[config.mk]
export PLATFORM = sky130hd
export DESIGN_NAME = status_poll_matcher
export DESIGN_NICKNAME = d
export VERILOG_FILES = /design/src/rtl/spm_pkg.sv /design/src/rtl/spm_compare.sv /design/src/rtl/spm_gap_timer.sv /design/src/rtl/spm_sequencer.sv /design/src/rtl/status_poll_matcher.sv
export SDC_FILE = /design/constraint.sdc
export NUM_CORES = 1
export LEC_CHECK = 0
export BUFFER_PORTS_ARGS = -buffer_cell sky130_fd_sc_hd__buf_2
export CAP_MARGIN = 10
export CORE_ASPECT_RATIO = 0.75
export CORE_MARGIN = 2
export CORE_UTILIZATION = 50
export DETAILED_ROUTE_END_ITERATION = 16
export PLACE_DENSITY = 0.86
export SLEW_MARGIN = 20
export SYNTH_ARGS = -nofsm -noshare
export SYNTH_HDL_FRONTEND = slang
export SYNTH_SLANG_ARGS = --single-unit
export TNS_END_PERCENT = 10
[constraint.sdc]
create_clock -name clk -period 5.4 [get_ports clk]
set_input_delay 0.27 -clock clk [delete_from_list [all_inputs] [get_ports clk]]
set_output_delay 0.27 -clock clk [all_outputs]
set_load 0.01 [all_outputs]
[src/rtl/spm_pkg.sv]
package spm_pkg;
  typedef enum logic [1:0] {
    ST_IDLE = 2'd0,
    ST_REQ  = 2'd1,
    ST_RSP  = 2'd2,
    ST_GAP  = 2'd3
  } spm_state_e;
endpackage

[src/rtl/spm_compare.sv]
module spm_compare #(
  parameter int MAX_BYTES = 4,
  localparam int DATA_W = 8 * MAX_BYTES,
  localparam int SIZE_W = (MAX_BYTES > 1) ? $clog2(MAX_BYTES) : 1
) (
  input  logic [DATA_W-1:0] data,
  input  logic [DATA_W-1:0] mask,
  input  logic [DATA_W-1:0] match,
  input  logic [SIZE_W-1:0] size,
  input  logic              or_mode,
  output logic [DATA_W-1:0] kept,
  output logic              hit
);
  logic [DATA_W-1:0] lane_keep;
  logic [DATA_W-1:0] sel;
  logic [DATA_W-1:0] agree;

  // lane i is kept when its index is within the configured byte count
  for (genvar i = 0; i < MAX_BYTES; i++) begin : g_lane
    assign lane_keep[8*i +: 8] = (SIZE_W'(i) <= size) ? 8'hFF : 8'h00;
  end

  assign kept  = data & lane_keep;
  assign sel   = mask & lane_keep;
  assign agree = ~(data ^ match);

  always_comb begin
    if (or_mode) hit = |(agree & sel);
    else         hit = ((~agree) & sel) == '0;
  end
endmodule

[src/rtl/spm_gap_timer.sv]
module spm_gap_timer #(
  parameter int GAP_W = 16
) (
  input  logic             clk,
  input  logic             rst_n,
  input  logic             load,
  input  logic [GAP_W-1:0] load_val,
  input  logic             run,
  output logic             done
);
  logic [GAP_W-1:0] cnt;

  always_ff @(posedge clk or negedge rst_n) begin
    if (!rst_n)                 cnt <= '0;
    else if (load)              cnt <= load_val;
    else if (run && cnt != '0)  cnt <= cnt - 1'b1;
  end

  assign done = (cnt == '0);

  // the gap window shrinks by exactly one per running cycle
  assert_gap_countdown_R8: assert property (@(posedge clk) disable iff (!rst_n)
    (run && !load && cnt != '0) |=> (cnt == $past(cnt) - 1'b1));
endmodule

[src/rtl/spm_sequencer.sv]
module spm_sequencer
  import spm_pkg::*;
(
  input  logic clk,
  input  logic rst_n,
  input  logic enable,
  input  logic start,
  input  logic abort,
  input  logic auto_stop,
  input  logic hit,
  input  logic gap_done,
  output logic rd_req_valid,
  input  logic rd_req_ready,
  input  logic rd_rsp_valid,
  output logic rd_rsp_ready,
  output logic capture,
  output logic gap_load,
  output logic gap_run,
  output logic busy
);
  spm_state_e state_q, state_d;
  logic halt;

  assign halt         = abort | ~enable;
  assign rd_req_valid = (state_q == ST_REQ);
  assign rd_rsp_ready = (state_q == ST_RSP) && !halt;
  assign capture      = rd_rsp_ready && rd_rsp_valid;
  assign gap_load     = capture;
  assign gap_run      = (state_q == ST_GAP);
  assign busy         = (state_q != ST_IDLE);

  always_comb begin
    state_d = state_q;
    unique case (state_q)
      ST_IDLE: if (start)        state_d = ST_REQ;
      ST_REQ:  if (rd_req_ready) state_d = ST_RSP;
      ST_RSP:  if (capture)      state_d = (hit && auto_stop) ? ST_IDLE : ST_GAP;
      ST_GAP:  if (gap_done)     state_d = ST_REQ;
      default:                   state_d = ST_IDLE;
    endcase
    if (halt) state_d = ST_IDLE;
  end

  always_ff @(posedge clk or negedge rst_n) begin
    if (!rst_n) state_q <= ST_IDLE;
    else        state_q <= state_d;
  end

  assert_req_held_R3: assert property (@(posedge clk) disable iff (!rst_n)
    (rd_req_valid && !rd_req_ready && !halt) |=> rd_req_valid);
  assert_idle_quiet_R2: assert property (@(posedge clk) disable iff (!rst_n)
    !busy |-> (!rd_req_valid && !rd_rsp_ready));
  assert_auto_stop_R9: assert property (@(posedge clk) disable iff (!rst_n)
    (capture && hit && auto_stop) |=> !busy);
  assert_halt_idle_R11: assert property (@(posedge clk) disable iff (!rst_n)
    halt |=> !busy);
endmodule

[src/rtl/status_poll_matcher.sv]
module status_poll_matcher #(
  parameter int MAX_BYTES = 4,
  parameter int GAP_W     = 16,
  localparam int DATA_W   = 8 * MAX_BYTES,
  localparam int SIZE_W   = (MAX_BYTES > 1) ? $clog2(MAX_BYTES) : 1
) (
  input  logic              clk,
  input  logic              rst_n,
  input  logic              enable,
  input  logic              start,
  input  logic              abort,
  input  logic [DATA_W-1:0] cfg_mask,
  input  logic [DATA_W-1:0] cfg_match,
  input  logic [SIZE_W-1:0] cfg_size,
  input  logic              cfg_or_mode,
  input  logic              cfg_auto_stop,
  input  logic [GAP_W-1:0]  cfg_gap,
  input  logic              irq_en,
  input  logic              match_clr,
  output logic              rd_req_valid,
  input  logic              rd_req_ready,
  input  logic              rd_rsp_valid,
  output logic              rd_rsp_ready,
  input  logic [DATA_W-1:0] rd_rsp_data,
  output logic              busy,
  output logic              match_flag,
  output logic              irq,
  output logic [DATA_W-1:0] last_status
);
  logic              hit, capture, gap_load, gap_run, gap_done;
  logic [DATA_W-1:0] kept;

  spm_compare #(.MAX_BYTES(MAX_BYTES)) u_cmp (
    .data(rd_rsp_data), .mask(cfg_mask), .match(cfg_match),
    .size(cfg_size), .or_mode(cfg_or_mode), .kept(kept), .hit(hit)
  );

  spm_gap_timer #(.GAP_W(GAP_W)) u_gap (
    .clk(clk), .rst_n(rst_n), .load(gap_load), .load_val(cfg_gap),
    .run(gap_run), .done(gap_done)
  );

  spm_sequencer u_seq (
    .clk(clk), .rst_n(rst_n), .enable(enable), .start(start), .abort(abort),
    .auto_stop(cfg_auto_stop), .hit(hit), .gap_done(gap_done),
    .rd_req_valid(rd_req_valid), .rd_req_ready(rd_req_ready),
    .rd_rsp_valid(rd_rsp_valid), .rd_rsp_ready(rd_rsp_ready),
    .capture(capture), .gap_load(gap_load), .gap_run(gap_run), .busy(busy)
  );

  always_ff @(posedge clk or negedge rst_n) begin
    if (!rst_n) begin
      last_status <= '0;
      match_flag  <= 1'b0;
    end else begin
      if (capture) last_status <= kept;
      if (capture && hit) match_flag <= 1'b1;
      else if (match_clr) match_flag <= 1'b0;
    end
  end

  assign irq = match_flag & irq_en;

  assert_flag_sticky_R10: assert property (@(posedge clk) disable iff (!rst_n)
    (match_flag && !match_clr) |=> match_flag);
  assert_flag_clear_R12: assert property (@(posedge clk) disable iff (!rst_n)
    (match_clr && !(capture && hit)) |=> !match_flag);
  assert_status_hold_R11: assert property (@(posedge clk) disable iff (!rst_n)
    !capture |=> $stable(last_status));
  always_comb begin
    if (rst_n) assert_irq_gated_R12: assert (!irq || match_flag);
  end
endmodule

==> reports/metrics.cfg, run 1 <==
[sta]
postLayoutSetupSlackWorst_ps=2940
tns_ps=0
relSlewSlack_pct=56.3
setup_viol=0
timing.final.max_slew_violations=0
period_needed_ps=2460
rsz0062_at_grt=false
fin_crit_sh_pct=45.6
fin_skew_ps=7.72
fmax_ghz=0.407
hold_violations=0
worst_pin_slew_ps=656

[route]
wl_met1_mm=4.07
drcViolationCount=0
dr.pass1.iters=5
drtIter0Drc=231
dr_total_vias=3224
wl_met3_um=728
met2WireLength_mm=4.33
ant_nets=0
vias_per_cell=5.28
highest_layer=met4
finalWirelength_mm=9.23
avgRoutedWirePerCell_um=15.1

[die]
core_area_sq_um=6260
die_w_um=96.4
row_count=25
die_area_sq_um=7070
start_util_pct=51.2
die_y_um=73.3
ios=162

[clock_tree]
path_clk_slew_ps=90
htree_num_levels=2
cts_setup_buffers=0
clock_sinks=51
clockBufferDepth=2
hold_buffers=0
cts_root_buf=clkbuf_8
cts-resized-gates=0
numCtsBuffers=5
tritoncts=yes
clk_latency_ps=300

[logic_synthesis]
synth-async-reset-ratio_pct=100
ys_seq_area_share_pct=39.9
yosys.area.top_type=dfrtp_1
ys.warnings.count=0
yosysUniqueCellTypes=56
synth_edf_count=0
synth.avg_cell_area_sq_um=8.58
synth_flop_cell=dfrtp_1
yosys-top-cells-count=63 x nand2_1, 51 x dfrtp_1, 42 x xnor2_1
syn_nets=503
netlist_top_cells_area=dfrtp_1 40%, xnor2_1 11%, nand2_1 7.4%
synth_cells=373
syn-cell-area_sq_um=3200
synth-seq-cells=51
yosysTopAreaCellShare_pct=39.9
post-synth-top-count-cell=nand2_1

[power]
leakagePower_nw=2.10
ir_worst_vdd_mv=0.107
intPower_mw=0.561
p_sw_share_pct=28.0
combPwrFrac_pct=22.4
p_seq_share_pct=50.4
power_density_nw_per_um2=188
clkPwrFrac_pct=27.2
power.net_switching_mw=0.218

[final_layout]
final_cells=611
final_core_util_pct=66.2
antennaDiodeCount=0
syn_to_final_growth_pct=29.4
final_layout_size_suffix_gt1_share_pct=35.5
fill_cells=551
final_area_sq_um=4140
finalNetCount=659

[grt]
gr-total-overflow=0
grt_max_degree=53
grt_usage_pct=26.4
grt_pass1_wl_mm=14.3
antenna_found_initial=0
grt_pass1_vias=3102

[critical_path]
cp-start-kind=flop
crit_type=reg -> reg
cp.arrival_ps=2620
critPathCaptureType=flop
critPathMaxFanout=10
worstPathRequired_ps=5560

[worst_hold_path]
hold_path_class=in -> async

[placed_design]
port_buffers=161
place_congestion=0.881
placed_area_sq_um=4060
post-place-ws_ps=2960
dp_cells=603
dpl.hpwl_mm=7.40

[run]
maxCapViolations=0

[run_status]
status=finished, final reports clean

## path summary, 6_finish.rpt
| path | cells after the start | to | slack, ps | startpoint |
|---|---|---|---|---|
| max | 7 | u_gap.cnt[7]$_DFFE_PN0P_ | 2940 | u_gap.cnt[4]$_DFFE_PN0P_ |
| min | 2 | u_gap.cnt[11]$_DFFE_PN0P_ | 70 | rst_n |
| max reg2reg | 7 | u_gap.cnt[7]$_DFFE_PN0P_ | 2940 | u_gap.cnt[4]$_DFFE_PN0P_ |
| min reg2reg | 2 | last_status[13]$_DFFE_PN0P_ | 480 | last_status[13]$_DFFE_PN0P_ |
| max in group asynchronous | 2 | u_gap.cnt[5]$_DFFE_PN0P_ | 4880 | rst_n |
| min in group clk | 2 | match_flag$_DFFE_PN0P_ | 170 | match_clr |
## power groups by stage
stage / logic, mW / clock network (mW) / registers [mW]
after global routing: 0.191 / 0.238 / 0.393
after detailed placement: 0.173 / 0 / 0.400
after global placement: 0.168 / 0 / 0.399
after floorplan: 0.0809 / 0 / 0.401
after CTS: 0.174 / 0.221 / 0.392
final: 0.175 / 0.212 / 0.392
## registers in the layout (all words and copies together) (netlist names)
signal,flops
match_flag,1
u_seq.state_q,2
u_gap.cnt,16
last_status,32
## cells by family (layout without fill, tap and decap cells)
| logic type | count (synthesis) | after routing | share of synthesized area [%] |
|---|---|---|---|
| adder cells (fa/ha/maj) | 5 | 5 | 1.95 |
| XOR/XNOR | 46 | 46 | 12.6 |
| AO/OA/AOI/OAI | 96 | 96 | 19.1 |
| flip-flops | 51 | 51 | 39.9 |
| multiplexers | 8 | 8 | 2.81 |
| buffers and inverters | 50 | 207 | 6.21 |
| AND/OR/NAND/NOR | 117 | 117 | 17.5 |
## placed cells by master, fill, tap and decap left out, types with 7 or more instances in the layout
cell type / count
a21oi_1: 19
a22oi_1: 7
buf_2: 161
dfrtp_1: 51
inv_1: 36
mux2_2: 8
nand2_1: 62
nor2_1: 23
o21ai_0: 28
o22ai_1: 15
xnor2_1: 42
## metrics by stage
stage	hold slack (ps)	power [mW]
5_1_grt	137	0.822
4_1_cts	101	0.787
3_5_place_dp	436	0.573
3_3_place_gp	421	0.568
6_report	67.7	0.779
2_1_floorplan	-25.6	0.481
## final cells by class
cell class / instances / area (sq um) / share of cell area, %
clock buffer: 7 / 76.3 / 1.84
clock inverter: 1 / 5.00 / 0.121
inverter: 36 / 135 / 3.26
multi-input combinational: 272 / 1730 / 41.7
sequential: 51 / 1280 / 30.8
tap: 81 / 101 / 2.45
timing repair buffer: 163 / 821 / 19.8
## routing by layer
metal	track usage, %	vias to the layer above
li1	-	1585
met1	35.0	1495
met2	45.1	134
met3	4.92	10
met4	6.10	0
met5	0	-
## critical path: stages (launching register included)
cell     delay (ps)
dfrtp_1         420
or4_4           560
or4_4           440
o21ai_4         250
or4_1           330
nor2_1           90
xnor2_1         160
a21oi_1          80
Power figures use the tool's default switching activity.
==> run 2, diff against run 1 <==
- ABC_AREA: default -> 1
- CORE_UTILIZATION: 50 -> 44
- PLACE_DENSITY: 0.86 -> 0.77
- clock period: 5.4 -> 2 ns (I/O delays scaled with it)
==> run 2 against run 1 <==
Net effect: final cell count up 49%; combinational power grew to 3.2 times the previous value; sequential cell count unchanged; hold slack worse by 60 ps; synthesized cell count is 68% higher; global-route usage down 3.1 points; setup slack got worse by 2900 ps; critical endpoint is now u_gap.cnt[14]$_DFFE_PN0P_; largest power group is now clock; highest routed layer unchanged.
==> reports/metrics.cfg, run 2 <==
[critical_path]
worstPathRequired_ps=2180
reg2reg_to=u_gap.cnt[14]$_DFFE_PN0P_
cp.arrival_ps=2140
rr_startpoint=u_gap.cnt[1]$_DFFE_PN0P_
crit_type=reg -> reg
cp-start-kind=flop
timing.reg2reg.setup_slack_ps=40
r2r.worst_path.cells=14
critPathCaptureType=flop
critPathMaxFanout=5
crit_path_start=u_gap.cnt[1]$_DFFE_PN0P_
cp-endpoint=u_gap.cnt[14]$_DFFE_PN0P_

[grt]
grt_usage_pct=23.2
antenna_found_initial=0
grt_pass1_wl_mm=18.2
gr-total-overflow=0
grt_pass1_vias=4114
grt_max_degree=52

[final_layout]
largestRegisters=last_status x32, u_gap.cnt x16, u_seq.state_q x2
final_core_util_pct=60.9
finalNetCount=934
fill_cells=828
final_area_sq_um=5150
mostFrequentLayoutCells=247 x nand2_1, 161 x buf_2, 95 x inv_1
antennaDiodeCount=0
final_layout_size_suffix_gt1_share_pct=27.5
syn_to_final_growth_pct=34.8
layout.cells.most_common=nand2_1
largest_reg_flops=32
regMostFlops=last_status

[power]
p_sw_share_pct=27.4
intPower_mw=2.02
ir_worst_vdd_mv=0.527
power.net_switching_mw=0.763
clkPwrFrac_pct=40.4
power_density_nw_per_um2=541
combPwrFrac_pct=19.8
p_seq_share_pct=39.8
leakagePower_nw=3.16

[sta]
hold_violations=0
period_needed_ps=1960
fin_crit_sh_pct=98.0
postLayoutSetupSlackWorst_ps=40.4
relSlewSlack_pct=54.0
fmax_ghz=0.510
timing.final.max_slew_violations=0
fin_skew_ps=3.52
timing.hold.ws_ps=8.08
worst_pin_slew_ps=689
setup_viol=0
rsz0062_at_grt=true

[route]
drcViolationCount=0
vias_per_cell=4.87
dr.pass1.iters=5
ant_nets=0
drtIter0Drc=280
finalWirelength_mm=11.3
avgRoutedWirePerCell_um=12.4
dr_total_vias=4450

[logic_synthesis]
yosys-top-cells-count=249 x nand2_1, 99 x inv_1, 71 x nor2_1
yosysTopAreaCellShare_pct=33.4
synth-async-reset-ratio_pct=100
synth_cells=628
yosysUniqueCellTypes=35
syn-cell-area_sq_um=3820
ys.warnings.count=0
synth_flop_cell=dfrtp_1
syn_nets=758
synth-seq-cells=51
synth_edf_count=0
synth.avg_cell_area_sq_um=6.08
yosys.area.top_type=dfrtp_1
ys_seq_area_share_pct=33.4
netlist_top_cells_area=dfrtp_1 33%, nand2_1 24%, inv_1 9.7%
post-synth-top-count-cell=nand2_1

[die]
die_area_sq_um=9440
start_util_pct=45.2
core_area_sq_um=8450
die_y_um=84.7
die_w_um=112
row_count=29
ios=162

[placed_design]
post-place-ws_ps=-43.2
place_congestion=0.842
port_buffers=161
placed_area_sq_um=4770
dpl.hpwl_mm=8.84

[clock_tree]
clock_sinks=51
tritoncts=yes
numCtsBuffers=5
htree_num_levels=2
cts_root_buf=clkbuf_16
clockBufferDepth=2
path_clk_slew_ps=70
clk_latency_ps=290

[worst_hold_path]
hold_path_class=in -> reg

[run_status]
status=finished, final reports clean

[run]
maxCapViolations=0

## run 2: worst max-delay path: stages (launching register included)
cell,delay [ps]
dfrtp_1,400
inv_2,80
ha_4,130
inv_2,40
nor2_4,80
nand2_2,80
nor2_4,120
nand3b_4,100
nor2_4,100
nand2_2,80
o21ai_4,190
buf_4,180
o21ai_0,70
a21oi_1,140
nor2_1,50
## run 2: power groups by stage
| stage | clock network (mW) | logic [mW] | registers (mW) |
|---|---|---|---|
| floorplan | 0 | 0.287 | 1.12 |
| global placement | 0 | 0.527 | 1.12 |
| detailed placement | 0 | 0.543 | 1.12 |
| CTS | 1.15 | 0.547 | 1.10 |
| finish | 1.13 | 0.552 | 1.11 |
| global route | 1.19 | 0.637 | 1.11 |
## run 2: stage by stage
step	TNS, ps	std cells	power, mW
after floorplan	0	628	1.41
after global placement	0	894	1.65
after detailed placement	-85.8	894	1.67
after CTS	-194	903	2.81
after global routing	-240	913	2.94
final	0	913	2.79
## run 2: repair_timing
item	in CTS	in global routing
setup buffers	0	8
endpoints found under the setup margin	5	34
pin swaps	0	3
endpoints found under the hold margin	51	0
cloned	0	2
hold buffers	1	0
resized for setup	0	21
## run 2: final cells by class
cell class	instances	area (sq um)	area share (%)
clock buffer	5	125	2.43
clock inverter	3	67.6	1.31
inverter	102	392	7.61
multi-input combinational	461	2160	41.9
sequential	51	1280	24.8
tap	108	135	2.63
timing repair buffer	183	992	19.3
## run 2: worst min-delay path by stage
stage,to,startpoint,slack (ps),cells after the start
floorplan,last_status[0]$_DFFE_PN0P_,rst_n,-200,0
global placement,last_status[26]$_DFFE_PN0P_,rst_n,270,2
detailed placement,last_status[27]$_DFFE_PN0P_,rst_n,280,2
CTS,match_flag$_DFFE_PN0P_,match_clr,5,2
global route,match_flag$_DFFE_PN0P_,match_clr,30,2
finish,match_flag$_DFFE_PN0P_,match_clr,8,2
## run 2: routing by layer
layer  wire (um)  track usage (%)  up-vias
li1            -                -     2296
met1        5140             31.2     1980
met2        5210             39.2      156
met3         842             4.84       18
met4         152             4.60        0
met5           0                0        -
## run 2: kinds of logic (layout without fill, tap and decap cells)
kind of cell,Yosys count,count (layout),share of synthesized area [%]
buf+inv,118,293,12.3
simple gates,379,381,40.8
xor+xnor,3,3,0.688
flops,51,51,33.4
compound gates,72,72,11.1
fa+ha+maj,5,5,1.64
